File: src/rtl/vsel_pkg.sv
package vsel_pkg;
  typedef enum logic [1:0] {
    DISP_DROP  = 2'b00,
    DISP_SPILL = 2'b01,
    DISP_MEM   = 2'b10,
    DISP_FREE  = 2'b11
  } disp_e;
endpackage

File: src/rtl/vsel_pick.sv
// Finds the masked way with the highest rank; ties go to the lowest index.
module vsel_pick #(
  parameter int WAYS = 4,
  parameter int RW   = $clog2(WAYS),
  parameter int WW   = $clog2(WAYS)
) (
  input  logic [WAYS-1:0]    mask,
  input  logic [WAYS*RW-1:0] ranks,
  output logic               found,
  output logic [WW-1:0]      way
);
  logic [RW-1:0] best;

  always_comb begin
    found = 1'b0;
    way   = '0;
    best  = '0;
    for (int i = 0; i < WAYS; i++) begin
      if (mask[i] && (!found || ranks[i*RW +: RW] > best)) begin
        found = 1'b1;
        way   = WW'(i);
        best  = ranks[i*RW +: RW];
      end
    end
  end
endmodule

File: src/rtl/vsel_recirc.sv
// Per-way move counters: a fill loads them; an access or an eviction disarms them.
module vsel_recirc #(
  parameter int WAYS = 4,
  parameter int WW   = $clog2(WAYS),
  parameter int CW   = 1
) (
  input  logic          clk,
  input  logic          rst,
  input  logic          acc_en,
  input  logic [WW-1:0] acc_way,
  input  logic          fill_en,
  input  logic [WW-1:0] fill_way,
  input  logic          fill_armed,
  input  logic [CW-1:0] fill_count,
  input  logic          clr_en,
  input  logic [WW-1:0] clr_way,
  input  logic [WW-1:0] rd_way,
  output logic          rd_armed,
  output logic [CW-1:0] rd_count
);
  logic [WAYS-1:0] armed_q;
  logic [CW-1:0]   cnt_q [WAYS];
  logic            seen_q;

  always_ff @(posedge clk) begin
    if (rst) seen_q <= 1'b0;
    else     seen_q <= 1'b1;
  end

  always_ff @(posedge clk) begin
    for (int i = 0; i < WAYS; i++) begin
      if (rst) begin
        armed_q[i] <= 1'b0;
        cnt_q[i]   <= '0;
      end else if (fill_en && fill_way == WW'(i)) begin
        armed_q[i] <= fill_armed;
        cnt_q[i]   <= fill_count;
      end else if ((acc_en && acc_way == WW'(i)) || (clr_en && clr_way == WW'(i))) begin
        armed_q[i] <= 1'b0;
        cnt_q[i]   <= '0;
      end
    end
  end

  assign rd_armed = armed_q[rd_way];
  assign rd_count = cnt_q[rd_way];

  assert_fill_wins_R10: assert property (@(posedge clk) disable iff (rst)
    seen_q && $past(fill_en && acc_en && fill_way == acc_way)
      |-> armed_q[$past(fill_way)] == $past(fill_armed));

  assert_access_disarms_R8: assert property (@(posedge clk) disable iff (rst)
    seen_q && $past(acc_en && !(fill_en && fill_way == acc_way))
      |-> !armed_q[$past(acc_way)]);
endmodule

File: src/rtl/repl_victim_sel.sv
module repl_victim_sel #(
  parameter int WAYS     = 4,
  parameter int N_CHANCE = 1,
  parameter int RW       = $clog2(WAYS),
  parameter int WW       = $clog2(WAYS),
  parameter int CW       = $clog2(N_CHANCE + 1)
) (
  input  logic               clk,
  input  logic               rst,
  input  logic               sel_req,
  input  logic [WAYS-1:0]    way_valid,
  input  logic [WAYS-1:0]    way_single,
  input  logic [WAYS*RW-1:0] way_rank,
  input  logic               acc_en,
  input  logic [WW-1:0]      acc_way,
  input  logic               fill_en,
  input  logic [WW-1:0]      fill_way,
  input  logic               fill_armed,
  input  logic [CW-1:0]      fill_count,
  output logic               vic_valid,
  output logic [WW-1:0]      vic_way,
  output logic [1:0]         vic_disp,
  output logic [CW-1:0]      vic_count
);
  import vsel_pkg::*;

  localparam int NCLS = 3;  // 0: free way, 1: replicate, 2: only copy

  logic [NCLS-1:0][WAYS-1:0]    cls_mask;
  logic [NCLS-1:0][WAYS*RW-1:0] cls_rank;
  logic [NCLS-1:0]              cls_found;
  logic [WW-1:0]                cls_way [NCLS];

  assign cls_mask[0] = ~way_valid;
  assign cls_mask[1] = way_valid & ~way_single;
  assign cls_mask[2] = way_valid & way_single;
  assign cls_rank[0] = '0;
  assign cls_rank[1] = way_rank;
  assign cls_rank[2] = way_rank;

  for (genvar g = 0; g < NCLS; g++) begin : g_cls
    vsel_pick #(.WAYS(WAYS), .RW(RW), .WW(WW)) u_pick (
      .mask  (cls_mask[g]),
      .ranks (cls_rank[g]),
      .found (cls_found[g]),
      .way   (cls_way[g])
    );
  end

  logic          rd_armed;
  logic [CW-1:0] rd_count;
  logic [WW-1:0] nxt_way;
  disp_e         nxt_disp;
  logic [CW-1:0] nxt_count;
  logic          clr_en;

  vsel_recirc #(.WAYS(WAYS), .WW(WW), .CW(CW)) u_recirc (
    .clk        (clk),
    .rst        (rst),
    .acc_en     (acc_en),
    .acc_way    (acc_way),
    .fill_en    (fill_en),
    .fill_way   (fill_way),
    .fill_armed (fill_armed),
    .fill_count (fill_count),
    .clr_en     (clr_en),
    .clr_way    (nxt_way),
    .rd_way     (cls_way[2]),
    .rd_armed   (rd_armed),
    .rd_count   (rd_count)
  );

  always_comb begin
    nxt_count = '0;
    if (cls_found[0]) begin
      nxt_way  = cls_way[0];
      nxt_disp = DISP_FREE;
    end else if (cls_found[1]) begin
      nxt_way  = cls_way[1];
      nxt_disp = DISP_DROP;
    end else begin
      nxt_way = cls_way[2];
      if (!rd_armed) begin
        nxt_disp  = DISP_SPILL;
        nxt_count = CW'(N_CHANCE);
      end else if (rd_count <= CW'(1)) begin
        nxt_disp = DISP_MEM;
      end else begin
        nxt_disp  = DISP_SPILL;
        nxt_count = rd_count - CW'(1);
      end
    end
  end

  assign clr_en = sel_req && !cls_found[0];

  logic seen_q;

  always_ff @(posedge clk) begin
    if (rst) begin
      seen_q    <= 1'b0;
      vic_valid <= 1'b0;
      vic_way   <= '0;
      vic_disp  <= DISP_DROP;
      vic_count <= '0;
    end else begin
      seen_q    <= 1'b1;
      vic_valid <= sel_req;
      if (sel_req) begin
        vic_way   <= nxt_way;
        vic_disp  <= nxt_disp;
        vic_count <= nxt_count;
      end
    end
  end

  assert_strobe_lat_R9: assert property (@(posedge clk) disable iff (rst)
    seen_q |-> vic_valid == $past(sel_req));

  assert_free_first_R1: assert property (@(posedge clk) disable iff (rst)
    seen_q && $past(sel_req && way_valid != '1) |-> vic_disp == DISP_FREE && vic_count == '0);

  assert_repl_dropped_R2: assert property (@(posedge clk) disable iff (rst)
    seen_q && $past(sel_req && way_valid == '1 && way_single != '1) |-> vic_disp == DISP_DROP);

  assert_single_kept_R4: assert property (@(posedge clk) disable iff (rst)
    seen_q && $past(sel_req && way_valid == '1 && way_single == '1)
      |-> vic_disp == DISP_SPILL || vic_disp == DISP_MEM);

  assert_mem_zero_R7: assert property (@(posedge clk) disable iff (rst)
    vic_valid && (vic_disp == DISP_MEM || vic_disp == DISP_DROP) |-> vic_count == '0);

  assert_spill_count_R6: assert property (@(posedge clk) disable iff (rst)
    vic_valid && vic_disp == DISP_SPILL |-> vic_count != '0 && vic_count <= CW'(N_CHANCE));
endmodule

File: config.mk
export PLATFORM = sky130hd
export DESIGN_NAME = repl_victim_sel
export DESIGN_NICKNAME = d
export VERILOG_FILES = /design/src/rtl/vsel_pkg.sv /design/src/rtl/vsel_pick.sv /design/src/rtl/vsel_recirc.sv /design/src/rtl/repl_victim_sel.sv
export SDC_FILE = /design/constraint.sdc
export NUM_CORES = 1
export LEC_CHECK = 0
export BUFFER_PORTS_ARGS = -buffer_cell sky130_fd_sc_hd__buf_2
export CAP_MARGIN = 20
export CORE_MARGIN = 2
export CORE_UTILIZATION = 36
export DETAILED_ROUTE_END_ITERATION = 10
export SETUP_SLACK_MARGIN = 0.4
export SLEW_MARGIN = 5
export SYNTH_ARGS = -nofsm -noshare
export SYNTH_HDL_FRONTEND = slang
export SYNTH_HIERARCHICAL = 1
export SYNTH_SLANG_ARGS = --single-unit
File: constraint.sdc
create_clock -name clk -period 17.8 [get_ports clk]
set_input_delay 3.56 -clock clk [delete_from_list [all_inputs] [get_ports clk]]
set_output_delay 3.56 -clock clk [all_outputs]
set_load 0.005 [all_outputs]
* Word-level counts from Yosys, hierarchy flattened
Memory sizes are Yosys's and may differ from the RTL's.
Cells that the tools add are included.
** Storage, ports and cells
- Register bits after elaboration :: 10
- Bits in writable memories :: 4
- Input bits :: 27
- Output and inout bits :: 6
- Word-level logic and storage cells :: 172
- Memories :: 1
** Operators by class
- Add/subtract/negate cells :: 1
- Magnitude comparators :: 8
- Equality and inequality tests :: 9
- Multiplexer cells :: 84
- Bitwise logic cells :: 12
- Reductions and logical operators :: 49
** Memory list
- u_recirc.cnt_q :: depth 4, width 1, read ports 1, clocked after Yosys merged registers in 0, write ports 4, line vsel_recirc.sv:22 : logic [CW-1:0] cnt_q [WAYS];
** Operators with widths (count)
- two-way mux 1 bit :: 65
- two-way mux 2 bit :: 18
- logical AND 1 bit :: 22
- equality test 2 bit (second input constant) :: 6
- greater-than comparator 2 bit :: 6
- logical NOT 1 bit :: 10
- logical OR 1 bit :: 10
- bitwise AND 4 bit :: 2
- inverter 4 bit :: 2
- OR 1 bit :: 8
- nonzero test 2 bit :: 4
- equality test 2 x 1 -> 1 bit (second input constant) :: 3
- logical NOT 2 bit :: 3
- < comparator 2 x 3 -> 1 bit (second input constant) :: 1
- binary-select mux 1 bit (select 2 bit) :: 1
- <= comparator 1 bit (second input constant) :: 1
- subtractor 1 bit (second input constant) :: 1

* Logic depth before layout (Yosys ltp)
- Word-level depth :: 25
- Depth in mapped cells :: 22
- Gate-level depth less buffers :: 22

* Cells and area by module
Netlist, hierarchy kept.
** By module, submodules not included
- vsel_pick at g_cls[0].u_pick ... :: instances 2, cells an instance 37, area each 261.5 µm²
- vsel_recirc :: instances 1, cells an instance 43, area each 442.9 µm²
- repl_victim_sel :: instances 1, cells an instance 45, area each 370.4 µm²
- vsel_pick at g_cls[1].u_pick :: instances 1, cells an instance 36, area each 257.7 µm²

* Least setup slack after synthesis
No wires, ideal clock.
- Kind :: in2reg
- From :: in way_single[0]
- To :: reg vic_count
- Library setup time :: 70 ps
- Data arrival time :: 7935 ps
- Data required time :: 17730 ps
- Slack :: 9795 ps
- Stages on the path :: 19
- Buffers on the path :: 0
- Path through :: and2_1 > nand2_1 > ha_1 > nor2b_1 > o311a_1 > a32oi_1 > ha_1 > nor2b_1 > o21a_1 > o21ai_1 > mux2_2 > ha_1 > nor2b_1 > a2bb2oi_1 > a22oi_1 > o21ai_0 > mux4_2 > or4b_1 > a21oi_1
** RTL lines
- start: declaration :: line repl_victim_sel.sv:12 : input logic [WAYS-1:0] way_single,
- end signal: assignment :: line repl_victim_sel.sv:112 : vic_count <= nxt_count;
- end: declaration :: line repl_victim_sel.sv:23 : output logic [CW-1:0] vic_count

==> metrics.md <==
| Metric | Value |
|---|---|
| H-tree level count | 1 |
| Final Hold Fails | 0 |
| CTS clk-pin slew, worst paths | about 50 ps |
| Clock skew | approximately 0.9 ps |
| Placer Congestion | 0.764 |
| Hold WS | 474 ps |
| Flop pwr share | 0.264 |
| Final Non-Filler Cells | approximately 280 |
| CP max stage delay | approximately 580 ps |
| Combinational Power Share | 0.426 |
| Die footprint | around 4400 um2 |
| First-pass GRT wire length | around 4900 um |
| CTS Root Cell | clkbuf_8 |
| Fillers | 395 |
| Worst R2R Start | u_recirc/armed_q[3] |
| CTS max path bufs | 2 |
| Yosys warns | 6 |
| Io pins | 33 |
| Max Cap Viol | 0 |
| Inserted Clock Buffers | 3 |
| Avg Cell Area, Syn | 7.73 um2 |
| Hold Buf Count CTS | 0 |
| Critical Path Fanout Max | 6 |
| Final Max Slew Viols | 0 |
| Final #Nets | 273 |
| Hold EP | u_recirc/armed_q[2] |
| Worst hold path depth | 1 |
| Worst reg2reg setup slack | between 15000 and 20000 ps |
| IO Port Bufs | 31 |
| Worst IR Drop VDD | 0.0193 mV |
| Core ar. | between 3000 and 4000 um2 |
| Final Util | 0.458 |
| WL/cell | 10.6 um |
| Area grow syn2layout | 21.1% |
| # setup viols final | 0 |
| Worst hold start | u_recirc/armed_q[2] |
| Antenna-violating nets left | 0 |
| Post-Route WL | slightly below 3000 um |
| Worst path bufs/invs | 1 |
| Share of cells above drive strength 1 | 0.216 |
| Placed cell count | about 270 |
| Ant diodes | 0 |
| Drt first pass iters | 4 |
| Switching pwr | about 0.03 mW |
| Post-synth design cell area | approximately 1400 um2 |
| Final instance area | ~1700 um2 |
| Slowest CP cell | mux4_2 |
| HPWL after DPL | 2430 um |
| Post-CTS Setup Inserts | 0 |
| Period utilization | 0.467 |
| Total Power | 0.0919 mW |
| Hold Path Class | flip-flop to flip-flop |
| F_max | approximately 120 MHz |
| Initial antenna violation count | 0 |
| Die height | about 67 um |
| Data arrival, critical path | between 8000 and 9000 ps |
| Reg2Reg Depth | 3 |
| Critical Setup Path Class | input port to flip-flop |
| Worst setup EP type | flip-flop |
| CTS tree | built |
| Placed cell areas | 1650 um2 |
| Tot GR Track Use | 0.139 |
| Leak Pwr | roughly 0.84 nW |
| Resized cells post-CTS | 0 |
| Clock latency on the worst-skew pair | 240 ps |
| Initial drt markers | about 70 |
| Worst-path cell chain | buf_2 > and2_1 > nand2_1 > ha_1 > nor2b_1 > o311a_1 > a32oi_1 > ha_1 > nor2b_1 > o21a_1 > o21ai_1 > mux2_2 > ha_1 > nor2b_1 > a2bb2oi_1 > a22oi_1 > o21ai_0 > mux4_2 > or4b_1 > a21oi_1 |
| Vias in the first global route | about 1200 |
| Startpoint Class | input port |
| Clock sinks | 10 |
| Die span in x | roughly 67 um |
| Initial core utilization | 0.378 |
| Required @ worst endpoint | 17970 ps |
| Worst R2R End | vic_count |
| Outcome | completed |
| Fin worst setup slack | 9490 ps |
| DRC viols | 0 |
| Clock share of power | 0.310 |
| Largest net degree at the start of global routing | 15 |
| Via density | between 4 and 5 |
| Row count | 22 |
| Final min period | slightly above 8000 ps |
| Switching part of the total | 0.326 |
| Setup WS pre-CTS | 9290 ps |
| RSZ-0062 raised after global routing | false |
| Via count | around 1400 |
| Final setup TNS | 0 ps |
| Top delay family on crit path | compound AO/OA/AOI/OAI gates |
| Power Density | 53.9 nW/um2 |
| Pint | 0.0619 mW |
| Gr ovfl total | 0 |
| Post-synthesis cell count | ~180 |
-- state kept, by name (all words and copies together) (netlist names) --
signal	count
vic_count	1
u_recirc/armed_q	4
vic_disp	2
vic_way	2
vic_valid	1
-- power groups by stage --
stage                     combinational (mW)  clock [mW]  sequential [mW]
final                                 0.0392      0.0284           0.0242
after global routing                  0.0446      0.0307           0.0244
after CTS                             0.0384      0.0289           0.0243
after detailed placement              0.0381           0           0.0247
after global placement                0.0379           0           0.0247
after floorplan                       0.0287           0           0.0248
-- layer usage --
metal,routed length (um),vias up,global-route usage
li1,-,738,-
met1,1480,602,0.178
met2,1290,24,0.244
met3,116,2,0.0321
met4,11,0,0.0153
met5,0,-,0
-- layout by cell type (no fill, tap or decap), drive strengths merged, types with 2 or more instances in the layout --
| cell type | instances |
|---|---|
| ha | 18 |
| a2bb2oi | 4 |
| or3b | 2 |
| a311oi | 2 |
| nand3 | 5 |
| nand2 | 14 |
| nand3b | 2 |
| o221ai | 3 |
| mux2i | 4 |
| nor2 | 14 |
| a31o | 3 |
| o211ai | 3 |
| inv | 24 |
| a22o | 3 |
| a32oi | 3 |
| and2 | 7 |
| o21a | 2 |
| a22oi | 2 |
| o311a | 3 |
| mux2 | 6 |
| buf | 31 |
| dfxtp | 10 |
| and3b | 2 |
| nand2b | 5 |
| conb | 13 |
| nor2b | 11 |
| nand4b | 2 |
| nor3b | 2 |
| a211oi | 2 |
| a21oi | 4 |
| clkbuf | 4 |
| o21ai | 11 |
-- layout make-up --
class | count | area (um2) | share of cell area
clock buffers | 4 | 55.1 | 0.0323
inverters | 24 | 90.1 | 0.0529
multi-input cells | 158 | 1140 | 0.671
flip-flops and latches | 10 | 200 | 0.118
well taps | 48 | 60.1 | 0.0353
repair buffers | 31 | 155 | 0.0911
-- how the worst max path moves through the flow --
stage	from	endpoint	slack (ps)	depth (start not counted)
2_1_floorplan	way_single[0]	vic_count	9870	19
3_3_place_gp	way_single[0]	vic_count	9310	20
3_5_place_dp	way_single[0]	vic_count	9290	20
6_report	way_single[0]	vic_count	9490	20
4_1_cts	way_single[0]	vic_count	9500	20
5_1_grt	way_single[0]	vic_count	9220	20
No activity file was read; power rests on OpenSTA's default activity.
